$ cat config.mk
export PLATFORM = sky130hd
export DESIGN_NAME = mgmt_cmd_engine
export DESIGN_NICKNAME = d
export VERILOG_FILES = /design/src/rtl/mgmt_pkg.sv /design/src/rtl/mgmt_clkgen.sv /design/src/rtl/mgmt_shifter.sv /design/src/rtl/mgmt_regs.sv /design/src/rtl/mgmt_cmd_engine.sv
export SDC_FILE = /design/constraint.sdc
export NUM_CORES = 1
export LEC_CHECK = 0
export BUFFER_PORTS_ARGS = -buffer_cell sky130_fd_sc_hd__buf_2
export CAP_MARGIN = 20
export CORE_ASPECT_RATIO = 0.7
export CORE_UTILIZATION = 64
export CTS_CLUSTER_SIZE = 40
export DETAILED_ROUTE_END_ITERATION = 8
export PLACE_DENSITY_LB_ADDON = 0.2
export SLEW_MARGIN = 0
export SYNTH_ARGS = -nofsm -noshare
export SYNTH_HDL_FRONTEND = slang
export SYNTH_SLANG_ARGS = --single-unit
$ cat constraint.sdc
create_clock -name clk -period 2.7 [get_ports clk]
set_input_delay 0.405 -clock clk [delete_from_list [all_inputs] [get_ports clk]]
set_output_delay 0.405 -clock clk [all_outputs]
set_load 0.01 [all_outputs]
$ cat src/rtl/mgmt_pkg.sv
package mgmt_pkg;
  localparam logic [2:0] OFF_PHY   = 3'd0;
  localparam logic [2:0] OFF_CTRL  = 3'd1;
  localparam logic [2:0] OFF_REG   = 3'd2;
  localparam logic [2:0] OFF_DLO   = 3'd3;
  localparam logic [2:0] OFF_DHI   = 3'd4;
  localparam int unsigned CTRL_RD_BIT = 6;
  localparam int unsigned CTRL_WR_BIT = 5;
  localparam int unsigned FAST_BIT    = 5;
  localparam int unsigned ADDR_W      = 5;
  localparam int unsigned DATA_W      = 16;
endpackage

$ cat src/rtl/mgmt_clkgen.sv
module mgmt_clkgen #(
  parameter int unsigned SLOW_DIV = 64,
  parameter int unsigned FAST_DIV = 16
) (
  input  logic clk,
  input  logic rst_n,
  input  logic run,
  input  logic fast,
  output logic mdc,
  output logic rise,
  output logic fall
);
  localparam int unsigned CW = $clog2(SLOW_DIV);

  logic [CW-1:0] cnt_q, cnt_n;
  logic          mdc_q, mdc_n;
  logic [CW-1:0] last_cnt, half_cnt;

  assign last_cnt = fast ? CW'(FAST_DIV - 1) : CW'(SLOW_DIV - 1);
  assign half_cnt = fast ? CW'(FAST_DIV / 2 - 1) : CW'(SLOW_DIV / 2 - 1);
  assign rise = run && (cnt_q == half_cnt);
  assign fall = run && (cnt_q == last_cnt);

  always_comb begin
    cnt_n = cnt_q;
    mdc_n = mdc_q;
    if (!run) begin
      cnt_n = '0;
      mdc_n = 1'b0;
    end else begin
      if (fall) cnt_n = '0;
      else      cnt_n = cnt_q + 1'b1;
      if (rise)      mdc_n = 1'b1;
      else if (fall) mdc_n = 1'b0;
    end
  end

  always_ff @(posedge clk or negedge rst_n) begin
    if (!rst_n) begin
      cnt_q <= '0;
      mdc_q <= 1'b0;
    end else begin
      cnt_q <= cnt_n;
      mdc_q <= mdc_n;
    end
  end

  assign mdc = mdc_q;

  assert_rise_from_low_R7: assert property (@(posedge clk) disable iff (!rst_n)
    rise |-> !mdc_q);
  assert_fall_from_high_R7: assert property (@(posedge clk) disable iff (!rst_n)
    fall |-> mdc_q);
endmodule

$ cat src/rtl/mgmt_shifter.sv
module mgmt_shifter #(
  parameter int unsigned PRE_BITS = 32
) (
  input  logic        clk,
  input  logic        rst_n,
  input  logic        cmd_rd,
  input  logic        cmd_wr,
  input  logic [4:0]  phy_addr,
  input  logic [4:0]  reg_addr,
  input  logic [15:0] wr_data,
  input  logic        fast_sel,
  input  logic        rise,
  input  logic        fall,
  input  logic        mdio_in,
  output logic        busy,
  output logic        fast_q,
  output logic        done,
  output logic        done_rd,
  output logic [15:0] rd_capture,
  output logic        mdio_out,
  output logic        mdio_oe
);
  localparam int unsigned FRAME_BITS = PRE_BITS + 32;
  localparam int unsigned IW         = $clog2(FRAME_BITS);
  localparam int unsigned TA_IDX     = PRE_BITS + 14;
  localparam int unsigned DATA_IDX   = PRE_BITS + 16;

  logic                  busy_q, busy_n;
  logic                  op_rd_q, op_rd_n;
  logic                  fast_n;
  logic [IW-1:0]         idx_q, idx_n;
  logic [FRAME_BITS-1:0] frame_q, frame_n;
  logic [15:0]           cap_q, cap_n;
  logic                  last_bit;

  assign last_bit = (idx_q == IW'(FRAME_BITS - 1));
  assign done     = busy_q && fall && last_bit;
  assign done_rd  = done && op_rd_q;

  always_comb begin
    busy_n  = busy_q;
    op_rd_n = op_rd_q;
    fast_n  = fast_q;
    idx_n   = idx_q;
    frame_n = frame_q;
    cap_n   = cap_q;
    if (!busy_q) begin
      if (cmd_rd || cmd_wr) begin
        busy_n  = 1'b1;
        op_rd_n = cmd_rd;
        fast_n  = fast_sel;
        idx_n   = '0;
        frame_n = {{PRE_BITS{1'b1}}, 2'b01,
                   cmd_rd ? 2'b10 : 2'b01,
                   phy_addr, reg_addr,
                   cmd_rd ? 2'b11 : 2'b10,
                   cmd_rd ? 16'h0000 : wr_data};
      end
    end else begin
      if (rise && op_rd_q && (idx_q >= IW'(DATA_IDX)))
        cap_n = {cap_q[14:0], mdio_in};
      if (fall) begin
        if (last_bit) begin
          busy_n = 1'b0;
        end else begin
          idx_n   = idx_q + 1'b1;
          frame_n = {frame_q[FRAME_BITS-2:0], 1'b0};
        end
      end
    end
  end

  always_ff @(posedge clk or negedge rst_n) begin
    if (!rst_n) begin
      busy_q  <= 1'b0;
      op_rd_q <= 1'b0;
      fast_q  <= 1'b0;
      idx_q   <= '0;
      frame_q <= '0;
      cap_q   <= '0;
    end else begin
      busy_q  <= busy_n;
      op_rd_q <= op_rd_n;
      fast_q  <= fast_n;
      idx_q   <= idx_n;
      frame_q <= frame_n;
      cap_q   <= cap_n;
    end
  end

  assign busy       = busy_q;
  assign rd_capture = cap_q;
  assign mdio_oe    = busy_q && !(op_rd_q && (idx_q >= IW'(TA_IDX)));
  assign mdio_out   = mdio_oe && frame_q[FRAME_BITS-1];

  assert_frame_opens_with_one_R6: assert property (@(posedge clk) disable iff (!rst_n)
    $rose(busy_q) |-> (mdio_out && idx_q == '0));
  assert_done_releases_R5: assert property (@(posedge clk) disable iff (!rst_n)
    done |=> !busy_q);
  assert_bit_moves_on_fall_R8: assert property (@(posedge clk) disable iff (!rst_n)
    (busy_q && !fall) |=> $stable(idx_q));
endmodule

$ cat src/rtl/mgmt_regs.sv
module mgmt_regs
  import mgmt_pkg::*;
(
  input  logic        clk,
  input  logic        rst_n,
  input  logic        host_we,
  input  logic [2:0]  host_addr,
  input  logic [7:0]  host_wdata,
  output logic [7:0]  host_rdata,
  input  logic        done,
  input  logic        done_rd,
  input  logic [15:0] rd_capture,
  output logic [4:0]  phy_addr,
  output logic        fast_sel,
  output logic [4:0]  reg_addr,
  output logic [15:0] wr_data,
  output logic        cmd_rd,
  output logic        cmd_wr
);
  logic [5:0]  phy_q, phy_n;
  logic [4:0]  reg_q, reg_n;
  logic [15:0] data_q, data_n;
  logic        rd_q, rd_n, wr_q, wr_n;
  logic        ctrl_wr;

  assign ctrl_wr = host_we && (host_addr == OFF_CTRL);

  always_comb begin
    phy_n  = phy_q;
    reg_n  = reg_q;
    data_n = data_q;
    rd_n   = rd_q;
    wr_n   = wr_q;
    if (host_we && host_addr == OFF_PHY) phy_n = host_wdata[5:0];
    if (host_we && host_addr == OFF_REG) reg_n = host_wdata[4:0];
    if (host_we && host_addr == OFF_DLO) data_n[7:0]  = host_wdata;
    if (host_we && host_addr == OFF_DHI) data_n[15:8] = host_wdata;
    if (done_rd) data_n = rd_capture;
    if (done) begin
      rd_n = 1'b0;
      wr_n = 1'b0;
    end else if (ctrl_wr && !rd_q && !wr_q) begin
      rd_n = host_wdata[CTRL_RD_BIT];
      wr_n = host_wdata[CTRL_WR_BIT] && !host_wdata[CTRL_RD_BIT];
    end
  end

  always_ff @(posedge clk or negedge rst_n) begin
    if (!rst_n) begin
      phy_q  <= '0;
      reg_q  <= '0;
      data_q <= '0;
      rd_q   <= 1'b0;
      wr_q   <= 1'b0;
    end else begin
      phy_q  <= phy_n;
      reg_q  <= reg_n;
      data_q <= data_n;
      rd_q   <= rd_n;
      wr_q   <= wr_n;
    end
  end

  always_comb begin
    host_rdata = 8'h00;
    case (host_addr)
      OFF_PHY:  host_rdata = {2'b00, phy_q};
      OFF_CTRL: host_rdata = {1'b0, rd_q, wr_q, 5'b00000};
      OFF_REG:  host_rdata = {3'b000, reg_q};
      OFF_DLO:  host_rdata = data_q[7:0];
      OFF_DHI:  host_rdata = data_q[15:8];
      default:  host_rdata = 8'h00;
    endcase
  end

  assign phy_addr = phy_q[4:0];
  assign fast_sel = phy_q[FAST_BIT];
  assign reg_addr = reg_q;
  assign wr_data  = data_q;
  assign cmd_rd   = rd_q;
  assign cmd_wr   = wr_q;

  assert_one_command_R4: assert property (@(posedge clk) disable iff (!rst_n)
    $onehot0({rd_q, wr_q}));
  assert_busy_write_ignored_R9: assert property (@(posedge clk) disable iff (!rst_n)
    (ctrl_wr && (rd_q || wr_q) && !done) |=> ({rd_q, wr_q} == $past({rd_q, wr_q})));
endmodule

$ cat src/rtl/mgmt_cmd_engine.sv
module mgmt_cmd_engine #(
  parameter int unsigned SLOW_DIV = 64,
  parameter int unsigned FAST_DIV = 16,
  parameter int unsigned PRE_BITS = 32
) (
  input  logic       clk,
  input  logic       rst_n,
  input  logic       host_we,
  input  logic [2:0] host_addr,
  input  logic [7:0] host_wdata,
  output logic [7:0] host_rdata,
  output logic       mdc,
  output logic       mdio_out,
  output logic       mdio_oe,
  input  logic       mdio_in
);
  logic [4:0]  phy_addr, reg_addr;
  logic [15:0] wr_data, rd_capture;
  logic        fast_sel, fast_q, cmd_rd, cmd_wr;
  logic        busy, done, done_rd, rise, fall;

  mgmt_regs u_regs (
    .clk(clk), .rst_n(rst_n),
    .host_we(host_we), .host_addr(host_addr), .host_wdata(host_wdata),
    .host_rdata(host_rdata),
    .done(done), .done_rd(done_rd), .rd_capture(rd_capture),
    .phy_addr(phy_addr), .fast_sel(fast_sel), .reg_addr(reg_addr),
    .wr_data(wr_data), .cmd_rd(cmd_rd), .cmd_wr(cmd_wr)
  );

  mgmt_clkgen #(.SLOW_DIV(SLOW_DIV), .FAST_DIV(FAST_DIV)) u_clkgen (
    .clk(clk), .rst_n(rst_n), .run(busy), .fast(fast_q),
    .mdc(mdc), .rise(rise), .fall(fall)
  );

  mgmt_shifter #(.PRE_BITS(PRE_BITS)) u_shifter (
    .clk(clk), .rst_n(rst_n),
    .cmd_rd(cmd_rd), .cmd_wr(cmd_wr),
    .phy_addr(phy_addr), .reg_addr(reg_addr), .wr_data(wr_data),
    .fast_sel(fast_sel), .rise(rise), .fall(fall), .mdio_in(mdio_in),
    .busy(busy), .fast_q(fast_q), .done(done), .done_rd(done_rd),
    .rd_capture(rd_capture), .mdio_out(mdio_out), .mdio_oe(mdio_oe)
  );

  assert_idle_lines_quiet_R7: assert property (@(posedge clk) disable iff (!rst_n)
    !busy |-> (!mdc && !mdio_oe));
  assert_busy_has_command_R5: assert property (@(posedge clk) disable iff (!rst_n)
    busy |-> (cmd_rd || cmd_wr));
endmodule

==> results.cfg, run 1 <==
[outcome]
outcome = finished, final reports clean

[setup_path]
cp_max_fo = 4
ff2ff_setup_slack_ns = 0.59
cp.required_ns = 2.30
r2r_cells = 6
slowest_stage = dfrtp_1
crit_buf_inv = 2
worstPathArrival_ns = 1.87
slowest_delay_ns = 0.40
r2r-end = u_shifter.frame_q[20]
critical_path_class = reg -> out
endpoint_kind = output pin
crit_family = compound AO/OA/AOI/OAI gates
r2r_start = u_clkgen.cnt_q[0]
path_cells = inv_1, ha_1, o211ai_1, nand2b_1, a31oi_1, and2_1, buf_2
startpoint = u_shifter.idx_q[0]
startpoint_type = flip-flop

[global_routing]
grt_max_degree = 65
grt_overflow_total = 0
first_global_vias = 4082
grt_antenna_before_repair = 0
grt_pass1_wl_mm = 21.68
gr-usage-all-layers_pct = 28.64

[sta]
final-max-slew-violation-count = 0
period_needed_ns = 2.274
setup_viol = 0
finalHoldViolCount = 0
rsz0062_at_grt = false
max-slew-margin-rel_pct = 44.39
tightestPinTransition_ns = 0.8311
max_freq_ghz = 0.4398
clock_skew_ns = 0.006570
min_period_over_period_pct = 84.22
fin_setup_tns_ns = 0

[yosys]
netlist_area_sq_um = 6031
avgSynthCellArea_sq_um = 11.69
synthCells = 516
synth_area_leaders = dfrtp_1 (52%), mux2_2 (14%), a31oi_1 (4.4%)
synth_warnings = 0
synth_cell_types = 51
synth_edf_count = 0
netlist.area_leader.share_pct = 51.87
postSynth.asyncResetShare_pct = 100.0
synth_nets = 534
synth_top_area_cell = dfrtp_1
yosys-top-cells-count = dfrtp_1 (125), mux2_2 (75), a31oi_1 (42), inv_1 (39), a211oi_1 (34)
yosysMostFrequentCell = dfrtp_1
synth_ff_type = dfrtp_1
synth_seq_cells = 125
seq_area_frac_synth_pct = 51.87

[power]
ir_worst_vdd_v = 0.0005031
p_int_mw = 3.702
p_switching_mw = 1.070
pwr-share-seq_pct = 43.6
comb_power_share_pct = 6.5
p_leak_nw = 3.185
clkPwrFrac_pct = 49.9
p_sw_share_pct = 22.42
powerDensity_nw_per_um2 = 697.2

[die]
fp.dieW_um = 118.0
initial_core_util_pct = 66.22
placementRows = 29
io_pins = 26
die_h_um = 83.22
core_sq_um = 9107
dieArea_sq_um = 9821

[layout]
antenna_cells = 0
final_layout_size_suffix_gt1_share_pct = 29.98
fin_util_pct = 75.15
fin_area_sq_um = 6844
nets = 552
area_growth_pct = 13.49

[clock_network]
cts_made_buffers = 17
cts_setup_buffers = 0
clkTransAtPathRegs_ns = 0.06
cts_tree = yes
clock-sinks = 125
cts-root-buf = clkbuf_16
clock_latency_ns = 0.41
clock_path_buffers = 2
cts.htree.levels = 4

[route]
drt-total-wl_mm = 13.01
drt_first_pass_iters = 5
post_drt_wl_per_cell_um = 19.39
drt_iter0_markers = 369
via_count = 4157
ant_nets = 0
post-route-drc-count = 0
avgViaCountPerCell = 6.195

[hold_path]
holdPathStages = 2
min_from = mdio_in
hp-class = in -> reg
holdPathEnd = u_shifter.rd_capture[0]

[placement]
io_buffers = 25
dpl.hpwl_mm = 8.278
gp_congestion = 0.8391
placed_area_sq_um = 6217

[run]
cap_viol_max_count = 0
power groups by stage:
stage	Combinational (mW)	Sequential, mW	Clock [mW]
global placement	0.297	2.10	0
CTS	0.314	2.07	2.41
finish	0.311	2.08	2.38
detailed placement	0.308	2.11	0
floorplan	0.203	2.06	0
global route	0.341	2.09	2.49
worst max path at each step:
stage,to,slack [ns],depth (start not counted)
detailed placement,u_shifter.frame_q[19],0.63,6
global placement,u_shifter.frame_q[24],0.69,6
CTS,mdio_out,0.41,7
finish,mdio_out,0.43,7
floorplan,u_regs.wr_data[0],0.88,7
global route,mdio_out,0.27,7
per-layer routing:
metal | vias up | wire [um] | share of wire [%] | track usage (%)
li1 | 1902 | - | - | -
met1 | 2140 | 6410 | 49 | 43.63
met2 | 107 | 5891 | 45 | 40.48
met3 | 8 | 617 | 4.7 | 6.593
met4 | 0 | 91 | 0.70 | 9.324
met5 | - | 0 | 0 | 0
layout by cell type (no fill, tap or decap), drive strengths merged, types with 12 or more instances in the layout:
cell / n
inv: 39
a22o: 12
nand3: 13
mux2: 93
a31oi: 42
buf: 36
dfrtp: 125
nor2: 24
clkbuf: 21
nand2: 21
mux2i: 12
a211oi: 34
o21ai: 16
metrics by stage:
step	total power [mW]	hold slack [ns]	worst slack (ns)	std cells
floorplan	2.261	0.1094	0.8755	516
global placement	2.394	0.3682	0.6871	638
detailed placement	2.413	0.3737	0.6305	638
CTS	4.795	0.2327	0.4090	671
global route	4.917	0.2503	0.2695	671
finish	4.772	0.2422	0.4261	671
worst reg2reg max path, cell delays in order (launching register included):
cell and delay, ns:
dfrtp_1 0.37, ha_1 0.21, and3_1 0.30, o211ai_4 0.17, o21ai_2 0.15, buf_4 0.39
mux2_2 0.41
state kept, by name, indices dropped and copies added (netlist names):
register / flops
u_shifter.frame_q: 64
u_regs.wr_data: 16
u_shifter.rd_capture: 16
u_clkgen.cnt_q: 6
u_regs.phy_q: 6
u_shifter.idx_q: 6
u_regs.reg_addr: 5
u_clkgen.mdc: 1
u_regs.cmd_rd: 1
u_regs.cmd_wr: 1
u_shifter.busy: 1
u_shifter.fast_q: 1
u_shifter.op_rd_q: 1
logic make-up after synthesis:
group / count (synthesis) / synth area share, %
flops: 125 / 51.87
compound gates: 123 / 14.32
mux: 105 / 20.29
buf+inv: 78 / 5.933
simple gates: 78 / 6.390
xor+xnor: 4 / 0.5810
fa+ha+maj: 3 / 0.6225
repair_timing:
| action | in CTS | in global routing |
|---|---|---|
| hold buffers | 1 | 0 |
| resized for setup | 0 | 0 |
| endpoints found under the hold margin | 31 | 0 |
cell type report:
cell class | instances | area [sq um]
clock buffers | 21 | 450.4
repair buffers | 37 | 245.2
well taps | 124 | 155.1
flip-flops and latches | 125 | 3129
fillers | 575 | 2263
multi-input cells | 313 | 2547
inverters | 40 | 150.1
clock inverters | 11 | 166.4
Note: power is estimated with default switching activity, not from simulation.
==> run 2: changes to the inputs <==
--- a/config.mk
+++ b/config.mk
@@ -5,10 +5,11 @@
 export SDC_FILE = /design/constraint.sdc
 export NUM_CORES = 1
 export LEC_CHECK = 0
+export ABC_AREA = 1
 export BUFFER_PORTS_ARGS = -buffer_cell sky130_fd_sc_hd__buf_2
 export CAP_MARGIN = 20
 export CORE_ASPECT_RATIO = 0.7
-export CORE_UTILIZATION = 64
+export CORE_UTILIZATION = 55
 export CTS_CLUSTER_SIZE = 40
 export DETAILED_ROUTE_END_ITERATION = 8
 export PLACE_DENSITY_LB_ADDON = 0.2
==> constraint.sdc (replaced) <==
create_clock -name clk -period 2 [get_ports clk]
set_input_delay 0.3 -clock clk [delete_from_list [all_inputs] [get_ports clk]]
set_output_delay 0.3 -clock clk [all_outputs]
set_load 0.01 [all_outputs]
==> results.cfg, run 2 <==
[die]
dieArea_sq_um = 10870
die_h_um = 87.52
io_pins = 26
placementRows = 30
initial_core_util_pct = 57.99
fp.dieW_um = 124.2
core_sq_um = 9910

[sta]
max_freq_ghz = 0.5073
max-slew-margin-rel_pct = 53.64
final-max-slew-violation-count = 0
period_needed_ns = 1.971
rsz0062_at_grt = true
tightestPinTransition_ns = 0.6947
min_period_over_period_pct = 98.57
clock_skew_ns = 0.009875
finalHoldViolCount = 0
setup_viol = 0

[setup_path]
cp.required_ns = 1.70
slowest_stage = dfrtp_1
slowest_delay_ns = 0.43
endpoint_kind = output pin
critical_path_class = reg -> out
startpoint_type = flip-flop
startpoint = u_shifter.idx_q[1]
worstPathArrival_ns = 1.67
cp_max_fo = 3
path_cells = buf_4, nor2_2, o21bai_1, a31oi_1, and2_1, buf_2
crit_family = flip-flops
r2r_start = u_shifter.idx_q[1]
crit_buf_inv = 2

[placement]
placed_area_sq_um = 5987
io_buffers = 25
dpl.hpwl_mm = 8.320
gp_congestion = 0.8528
dp_cells = 789

[route]
drt-total-wl_mm = 12.95
via_count = 4682
avgViaCountPerCell = 5.621
drt_first_pass_iters = 5
post_drt_wl_per_cell_um = 15.55
drt_iter0_markers = 358
post-route-drc-count = 0
ant_nets = 0

[yosys]
synth_warnings = 0
synth_cell_types = 34
netlist_area_sq_um = 5747
avgSynthCellArea_sq_um = 8.801
seq_area_frac_synth_pct = 54.43
yosysMostFrequentCell = nand2_1
synth_seq_cells = 125
postSynth.asyncResetShare_pct = 100.0
netlist.area_leader.share_pct = 54.43
synth_area_leaders = dfrtp_1 (54%), nand2_1 (12%), nand3_1 (4.8%)
synthCells = 653
synth_nets = 671
synth_top_area_cell = dfrtp_1
yosys-top-cells-count = nand2_1 (190), dfrtp_1 (125), nor2_1 (59), nand3_1 (55), o21ai_1 (52)
synth_edf_count = 0
synth_ff_type = dfrtp_1

[hold_path]
min_from = mdio_in
hp-class = in -> reg

[global_routing]
grt_pass1_wl_mm = 20.56
grt_overflow_total = 0
first_global_vias = 4261
grt_max_degree = 65
grt_antenna_before_repair = 0
gr-usage-all-layers_pct = 25.11

[layout]
area_growth_pct = 16.74
finalNonFillerCells = 833
final_cell_mix = nand2_1 (190), dfrtp_1 (124), nor2_1 (58)
largest_register_ffs = 64
fin_area_sq_um = 6709
antenna_cells = 0
regMostFlops = u_shifter.frame_q
final_common_cell = nand2_1
fillCellCount = 770
final_layout_size_suffix_gt1_share_pct = 15.60
nets = 710
fin_util_pct = 67.70

[run]
cap_viol_max_count = 0

[outcome]
outcome = finished, final reports clean

[clock_network]
cts-root-buf = clkbuf_16
clock_latency_ns = 0.41
clock-sinks = 125
cts.htree.levels = 4
cts_made_buffers = 17
cts_tree = yes
clock_path_buffers = 2
clkTransAtPathRegs_ns = 0.06

[power]
ir_worst_vdd_v = 0.0006382
p_total_mw = 8.763
powerDensity_nw_per_um2 = 1306
p_leak_nw = 3.249
-- run 2: layout make-up --
type	instances	area [sq um]	share of cell area [%]
Timing Repair Buffer	51	412.9	6.154
Clock buffer	19	442.9	6.602
Clock inverter	13	118.9	1.772
Tap cell	128	160.2	2.387
Inverter	27	101.3	1.511
Multi-Input combinational cell	470	2344	34.93
Sequential cell	125	3129	46.64
-- run 2: path summary, 6_finish.rpt --
check / slack, ns / to / cells past startpoint
setup / recovery: 0.03 / mdio_out / 6
hold / removal: 0.16 / u_shifter.rd_capture[0] / 3
setup reg to reg: 0.05 / u_shifter.frame_q[1] / 9
hold reg to reg: 0.47 / u_shifter.frame_q[31] / 2
max in group asynchronous: 0.96 / u_shifter.frame_q[40] / 3
min in group asynchronous: 0.38 / u_clkgen.cnt_q[2] / 2
-- run 2: tightest hold or removal path: cells and delay by family --
kind | cells | cell delay [ns]
AND/OR/NAND/NOR | 2 | 0.14
buffers and inverters | 1 | 0.10
-- run 2: logic make-up after synthesis --
logic type,count (synthesis),synth area share (%)
muxes,10,1.742
DFF,125,54.43
and+or+nand+nor,346,26.56
adders and majority gates,3,0.6532
xor gates and xnor gates,5,0.7620
buffers and inverters,59,5.204
AOI/OAI and AO/OA,105,10.65
-- run 2: per-layer routing --
metal	track usage, %	wire, um
met4	7.900	112
met3	5.694	687
met2	38.87	6172
met5	0	0
met1	35.43	5978
-- run 2: repair_timing --
item,4_1_cts,5_1_grt
endpoints found under the setup margin,1,7
hold buffers,1,0
buffers inserted,1,7
gates resized for setup,0,9
pin swaps,0,5
gates cloned,0,3
endpoints found under the hold margin,27,0
-- run 2: where the power goes --
part           leakage (nW)  switching (mW)  internal, mW
logic                  1.39            1.14         0.881
registers              1.59           0.556          3.30
clock network         0.265            1.14          1.74
-- run 2: per-stage QoR --
step	TNS, ns	setup WS (ns)	hold WS (ns)
floorplan	0	0.4094	0.004409
global placement	0	0.2604	0.2682
detailed placement	0	0.2092	0.2774
CTS	0	0.04416	0.1493
global route	-0.6268	-0.1059	0.1708
finish	0	0.02863	0.1584
